==> src/rtl/sic_pkg.sv <==
package sic_pkg;
  localparam int unsigned SIC_REG_W    = 8;
  localparam int unsigned SIC_NUM_REGS = 4;

  // baseline state of a change detector
  typedef enum logic {
    ARM_WAIT = 1'b0,
    ARM_LIVE = 1'b1
  } sic_arm_e;
endpackage

==> src/rtl/sic_change_det.sv <==
module sic_change_det
  import sic_pkg::*;
#(
  parameter int unsigned W = SIC_REG_W
) (
  input  logic         clk,
  input  logic         rst,
  input  logic [W-1:0] stat_i,
  output logic [W-1:0] chg_o
);
  logic [W-1:0] prev_q;
  sic_arm_e     arm_q;

  always_ff @(posedge clk) begin
    if (rst) begin
      prev_q <= '0;
      arm_q  <= ARM_WAIT;
    end else begin
      prev_q <= stat_i;
      arm_q  <= ARM_LIVE;
    end
  end

  assign chg_o = (arm_q == ARM_LIVE) ? (stat_i ^ prev_q) : '0;

  // no trigger from the first sample after reset
  a_r4_quiet_after_reset: assert property (@(posedge clk) disable iff (rst)
    $past(rst) |-> (chg_o == '0));
endmodule

==> src/rtl/sic_pend_bank.sv <==
module sic_pend_bank
  import sic_pkg::*;
#(
  parameter int unsigned W = SIC_REG_W
) (
  input  logic         clk,
  input  logic         rst,
  input  logic [W-1:0] chg_i,
  input  logic [W-1:0] mask_i,
  input  logic         clr_i,
  output logic [W-1:0] pend_o,
  output logic         hit_nxt_o
);
  logic [W-1:0] pend_q;
  logic [W-1:0] pend_nxt;
  logic [W-1:0] set_v;

  assign set_v = chg_i & mask_i;

  always_comb begin
    pend_nxt = pend_q;
    if (clr_i) pend_nxt = '0;
    pend_nxt = pend_nxt | set_v;
  end

  always_ff @(posedge clk) begin
    if (rst) pend_q <= '0;
    else     pend_q <= pend_nxt;
  end

  assign pend_o    = pend_q;
  assign hit_nxt_o = |(pend_nxt & mask_i);

  // an enabled change marks its bit pending
  a_r3_enabled_change_sets: assert property (@(posedge clk) disable iff (rst)
    (|set_v) |=> ((pend_q & $past(set_v)) == $past(set_v)));

  // a clear with no new trigger empties the bank
  a_r5_read_clears_bank: assert property (@(posedge clk) disable iff (rst)
    (clr_i && (set_v == '0)) |=> (pend_q == '0));

  // without a clear no flag is lost
  a_r5_no_clear_keeps: assert property (@(posedge clk) disable iff (rst)
    !clr_i |=> ((pend_q & $past(pend_q)) == $past(pend_q)));

  // a trigger on the clearing edge survives
  a_r6_set_wins_over_clear: assert property (@(posedge clk) disable iff (rst)
    (clr_i && (|set_v)) |=> ((pend_q & $past(set_v)) == $past(set_v)));

  // a flag only appears through an enabled change
  a_r7_masked_never_sets: assert property (@(posedge clk) disable iff (rst)
    1'b1 |=> ((pend_q & ~$past(pend_q) & ~$past(set_v)) == '0));
endmodule

==> src/rtl/sic_irq_merge.sv <==
module sic_irq_merge
  import sic_pkg::*;
#(
  parameter int unsigned N = SIC_NUM_REGS
) (
  input  logic         clk,
  input  logic         rst,
  input  logic [N-1:0] hit_i,
  output logic         irq_o
);
  logic irq_q;

  always_ff @(posedge clk) begin
    if (rst) irq_q <= 1'b0;
    else     irq_q <= |hit_i;
  end

  assign irq_o = irq_q;

  // the request is low right after reset
  a_r1_low_after_reset: assert property (@(posedge clk)
    $past(rst) |-> !irq_o);
endmodule

==> src/rtl/sic_top.sv <==
module sic_top
  import sic_pkg::*;
#(
  parameter int unsigned REG_W    = SIC_REG_W,
  parameter int unsigned NUM_REGS = SIC_NUM_REGS,
  localparam int unsigned IDX_W   = (NUM_REGS > 1) ? $clog2(NUM_REGS) : 1,
  localparam int unsigned TOT_W   = REG_W * NUM_REGS
) (
  input  logic             clk,
  input  logic             rst,
  input  logic [TOT_W-1:0] status_i,
  input  logic [TOT_W-1:0] mask_i,
  input  logic             rd_stb_i,
  input  logic [IDX_W-1:0] rd_idx_i,
  output logic [REG_W-1:0] rd_data_o,
  output logic             irq_o
);
  logic [REG_W-1:0]    stat_bank [NUM_REGS];
  logic [NUM_REGS-1:0] hit_nxt;
  logic [TOT_W-1:0]    pend_all;

  for (genvar k = 0; k < NUM_REGS; k++) begin : g_bank
    logic [REG_W-1:0] chg;
    logic [REG_W-1:0] pend;
    logic             clr;

    assign stat_bank[k] = status_i[k*REG_W +: REG_W];
    assign clr          = rd_stb_i && (rd_idx_i == IDX_W'(k));

    sic_change_det #(.W(REG_W)) u_det (
      .clk    (clk),
      .rst    (rst),
      .stat_i (stat_bank[k]),
      .chg_o  (chg)
    );

    sic_pend_bank #(.W(REG_W)) u_pend (
      .clk       (clk),
      .rst       (rst),
      .chg_i     (chg),
      .mask_i    (mask_i[k*REG_W +: REG_W]),
      .clr_i     (clr),
      .pend_o    (pend),
      .hit_nxt_o (hit_nxt[k])
    );

    assign pend_all[k*REG_W +: REG_W] = pend;
  end

  assign rd_data_o = stat_bank[rd_idx_i];

  sic_irq_merge #(.N(NUM_REGS)) u_irq (
    .clk   (clk),
    .rst   (rst),
    .hit_i (hit_nxt),
    .irq_o (irq_o)
  );

  // the request mirrors masked pending flags one edge later
  a_r8_irq_tracks_pending: assert property (@(posedge clk) disable iff (rst)
    irq_o == (|(pend_all & $past(mask_i))));
endmodule

==> config.mk <==
export PLATFORM = sky130hd
export DESIGN_NAME = sic_top
export DESIGN_NICKNAME = d
export VERILOG_FILES = /design/src/rtl/sic_pkg.sv /design/src/rtl/sic_change_det.sv /design/src/rtl/sic_pend_bank.sv /design/src/rtl/sic_irq_merge.sv /design/src/rtl/sic_top.sv
export SDC_FILE = /design/constraint.sdc
export NUM_CORES = 1
export LEC_CHECK = 0
export BUFFER_PORTS_ARGS = -buffer_cell sky130_fd_sc_hd__clkbuf_2
export CAP_MARGIN = 30
export CORE_UTILIZATION = 52
export CTS_CLUSTER_DIAMETER = 60
export DETAILED_ROUTE_END_ITERATION = 8
export PLACE_DENSITY = 0.79
export SLEW_MARGIN = 20
export SYNTH_ARGS = -nofsm -noshare
export SYNTH_HDL_FRONTEND = slang
export SYNTH_SLANG_ARGS = --single-unit
==> constraint.sdc <==
create_clock -name clk -period 1.7 [get_ports clk]
set_clock_uncertainty 0.1 [all_clocks]
set_input_delay 0.17 -clock clk [delete_from_list [all_inputs] [get_ports clk]]
set_output_delay 0.17 -clock clk [all_outputs]
set_load 0.1 [all_outputs]
Word-level counts from Yosys, hierarchy flattened

Cells that the tools add are included.

Order comparisons: 1
Eq/ne operators: 3
Multiplexer cells: 12
Bitwise gates (word level): 17
Reductions and logical operators: 6

Operators by type and width:

| cell               | number |
|---|---|
| $mux 8             | 10 |
| $and 8x8->8        | 8 |
| $or 8x8->8         | 4 |
| $reduce_or 32->1   | 1 |
| $xor 8x8->8        | 4 |
| $bmux 8 s2         | 1 |
| $eq 2x2->1 const B | 2 |
| $logic_and 1x1->1  | 4 |
| $ge 3x3->1 const B | 1 |
| $not 2->3          | 1 |
| $eq 2x1->1 const B | 1 |
| $logic_not 2->1    | 1 |
| $mux 1             | 1 |

Flip-flop bits (word level): 66
Input bits: 69
Word-level logic and storage cells: 49

Depth between registers and ports, before layout

Depth after elaboration: 6
Gate-level depth with buffers: 7
Depth with buffers taken out: 5

Hierarchy

Synthesis repeated with hierarchy kept, for this count alone.

Cells, all modules: 329
Area, all modules: 3,081.7 um2

Modules (own cells, without submodules):

| module         | instances | cells an instance | area each (um2) | sequential area each (um2) |
|---|---|---|---|---|
| sic_change_det | 4         | 34                | 356.6           | 180.2 |
| sic_pend_bank  | 4         | 44                | 346.6           | 160.2 |
| sic_top        | 1         | 14                | 239.0           | 0.0 |
| sic_irq_merge  | 1         | 3                 | 30.0            | 20.0 |

Worst setup path before layout

No wires, ideal clock.

Kind: input-to-output
Start point: in rd_idx_i[0]
End point: out rd_data_o[2]
Arrival time: 1.301 ns
Setup slack: 0.129 ns
Cell stages on the path: 2
Buffers on the path: 1
Cells stage by stage: buf_6 -> mux4_1

Cells in the longest elaborated chain, start to end: 4

Ends and longest elaborated chain:

| item                                      | line          | text |
|---|---|---|
| start, declared                           | sic_top.sv:14 | `input logic [IDX_W-1:0] rd_idx_i,` |
| $not 2->3 (not written as such)           | sic_top.sv:50 | `assign rd_data_o = stat_bank[rd_idx_i];` |
| $bmux 8 s2                                | sic_top.sv:50 |  |
| $mux 8 (not written as such) (2 in a row) | sic_top.sv:50 |  |
| end, declared                             | sic_top.sv:15 | `output logic [REG_W-1:0] rd_data_o,` |

No other way between the ends. The select of a mux whose other input is x is not followed.

Worst setup path after layout

Start point: in rd_idx_i[0]
End point: out rd_data_o[5]

Same word-level chain as after synthesis.

==> impl_metrics.csv <==
group,metric,value,unit
floorplan,dieHeight,76.3,um
critical_path,path_cells,"clkbuf_2, buf_4, mux4_2, buf_12",
synthesis,synth.avg_cell_area,9.77,um2
clocking,clkTransAtPathRegs,70,ps
power_and_ir_drop,power_density,1020,nW/um2
floorplan,start_util,55.2,%
drt,final_antenna_net_count,0,
cells_and_area,layout.nets,458,
timing,fin_setup_tns,0,ps
placement,gp_congestion,0.920,
drt,drt_iter0_drc,240,
synthesis,syn_inst,294,
critical_path,reg2reg_from,"g_bank[3].u_det.arm_q",
timing,worst_pin_slew,537,ps
global_routing,grt_pass1_wl,13000,um
floorplan,fp.dieW,76.3,um
global_routing,first_global_vias,2695,
flow_run,maxCapViolations,0,
floorplan,io_pins,78,
drt,drt-wirelength-per-cell,17.4,um
critical_path,endpoint_kind,"output port",
drt,wirelength,8070,um
worst_hold_path,hp-start,"mask_i[1]",
global_routing,grt_usage,29.5,%
drt,drc,0,
timing,maxSlewHeadroom,64.3,%
timing,rsz0062_at_grt,"no",
critical_path,worst_ep_required_time,1430,ps
worst_hold_path,hold_depth,3,
cells_and_area,diodes,0,
placement,io_buffers,77,
critical_path,ff2ff_path_depth,5,
timing,whs,-3.53,ps
cells_and_area,area_delta_synth_final,32.8,%
worst_hold_path,hold_end,"g_bank[0].u_pend.pend_o[1]",
timing,fin_crit_sh,94.4,%
critical_path,reg2reg_to,"u_irq.irq_o",
run_status,violations,"hold timing",
worst_hold_path,hold_class,"input pin to flop",
critical_path,critical_path_arrival,1330,ps
clocking,cts_tree,"done",
global_routing,antenna_found_initial,0,
critical_path,cp_slowest_cell,"mux4_2",
floorplan,die_area,5830,um2
timing,timing_max_transition_violations_final,0,
clocking,cts_setup_buffers,0,
cells_and_area,drive_gt1_share,28.0,%
critical_path,critPathLaunchType,"input pin",
critical_path,rrSetupSlack,130,ps
timing,fin_crit,1600,ps
clocking,cts.repair.resized,0,
power_and_ir_drop,peakVddDrop,0.747,mV
run_status,status,"complete, but fails checks",
synthesis,synth_area,2870,um2
drt,routed-via-count,2647,
synthesis,ys_seq_elements,66,
global_routing,grt_overflow,0,
critical_path,slowest_delay,550,ps
clocking,insertion_delay,340,ps
synthesis,synth_nets,363,
clocking,cts_buffer_depth,2,
drt,vias_per_cell,5.72,
critical_path,critical_path_class,"input pin to output port",
synthesis,synthDistinctLibCells,30,
global_routing,grt_max_degree,30,
critical_path,cp_max_fo,9,
synthesis,yosysWarnings,0,
placement,dp_hpwl,5860,um
timing,hold_violations,1,
synthesis,synth-seq-area-share,46.0,%
clocking,cts.sinks,66,
clocking,ctsHoldBuffers,13,
clocking,cts_made_buffers,9,
power_and_ir_drop,p_leak,1.66,nW
placement,dp.cells,435,
timing,finalSetupViolations,0,
clocking,cts_root_buffer,"clkbuf_8",
floorplan,rows,26,
floorplan,design.core.area,5200,um2
cells_and_area,fillers,384,
timing,fmax,0.623,GHz
clocking,htreeDepth,3,
cells_and_area,final_cells,463,
drt,drtPass1Iterations,5,
==> layout make-up <==
class | count | area, um2 | area share (%)
clock buffer | 9 | 124 | 3.25
clock inverter | 6 | 82.6 | 2.17
inverter | 1 | 3.75 | 0.0984
multi-input combinational | 210 | 1460 | 38.4
sequential | 66 | 1320 | 34.6
tap | 70 | 87.6 | 2.30
timing repair buffer | 101 | 731 | 19.2
==> worst max path at each step <==
stage | start | end | depth (start not counted)
5_1_grt | g_bank[0].u_pend.pend_o[3] | u_irq.irq_o | 4
2_1_floorplan | rd_idx_i[0] | rd_data_o[2] | 2
4_1_cts | rd_idx_i[0] | rd_data_o[5] | 4
6_report | rd_idx_i[0] | rd_data_o[5] | 4
3_3_place_gp | rd_idx_i[0] | u_irq.irq_o | 4
3_5_place_dp | rd_idx_i[0] | u_irq.irq_o | 4
==> synthesized netlist by cell type <==
cell,number,area (um2)
or3b_1,1,8.76
mux4_2,5,113
nand3_1,32,160
a222oi_1,5,50.1
nand4_1,6,37.5
mux4_1,3,78.8
a2111oi_4,1,27.5
o21a_1,1,7.51
a32oi_1,6,52.6
nor4_1,1,6.26
nor2b_1,32,200
buf_4,1,7.51
o2bb2ai_1,1,8.76
dfxtp_1,66,1320
inv_1,1,3.75
a22o_1,3,26.3
nor2_1,9,33.8
a22oi_2,1,12.5
nand4b_1,1,8.76
xor2_1,31,272
and2_1,5,31.3
buf_6,1,11.3
a41oi_1,1,8.76
nand2_1,29,109
clkbuf_1,8,30.0
a21oi_1,24,120
xnor2_1,1,8.76
buf_2,7,35.0
nand3b_1,2,15.0
a22oi_1,9,67.6
==> state kept, by name, indices dropped and copies added (netlist names) <==
signal and flops:
g_bank.u_pend.pend_o 32, g_bank.u_det.arm_q 1, u_irq.irq_o 1, g_bank.u_det.prev_q 32
==> worst max-delay path: cells and delay by family <==
| kind | cells | cell delay (ps) |
|---|---|---|
| buffers and inverters | 3 | 600 |
| muxes | 1 | 550 |
==> per-stage QoR <==
step	power (W)	worst slack [ps]	utilization [%]	instance area (um2)
after floorplan	0.00216	129	-	2870
final	0.00389	95.4	73.3	3810
after global routing	0.00402	33.0	73.3	3810
after detailed placement	0.00247	93.4	66.8	3480
after CTS	0.00388	88.5	73.3	3810
after global placement	0.00246	120	66.8	3480
==> routing by layer <==
metal | routed length (um) | up-vias | GRT usage [%]
met4 | 170 | 0 | 12.7
li1 | - | 1245 | -
met1 | 3480 | 1233 | 37.3
met3 | 605 | 18 | 5.15
met2 | 3820 | 151 | 49.4
met5 | 0 | - | 0
==> layout by cell type, fill, tap and decap left out, types with 2 or more instances in the layout <==
master and count:
nand2_1 29, nor2_1 9, dfxtp_1 66, nand4_1 6, nand3_1 32, buf_12 9, a22o_1 3, clkinv_2 3
and2_1 5, nand3b_1 2, a32oi_1 6, clkbuf_8 9, dlygate4sd3_1 13, mux4_2 5, a222oi_1 5, mux4_1 3
xor2_1 31, clkbuf_2 69, nor2b_1 32, a22oi_1 9, bufinv_16 2, a21oi_1 24, buf_4 10
==> cells by family (layout without fill, tap and decap cells) <==
kind of cell / after synthesis / in the layout / synth area share [%]
simple gates: 118 / 118 / 21.3
xor+xnor: 32 / 32 / 9.76
buf+inv: 18 / 117 / 3.05
flops: 66 / 66 / 46.0
compound gates: 52 / 52 / 13.3
mux: 8 / 8 / 6.66
==> where the power goes <==
group / switching (W) / total, W / internal, W
Combinational: 0.000464 / 0.000798 / 0.000334
Clock: 0.000605 / 0.00141 / 0.000809
Sequential: 0.0000420 / 0.00168 / 0.00163
No activity file was read; power rests on OpenSTA's default activity.
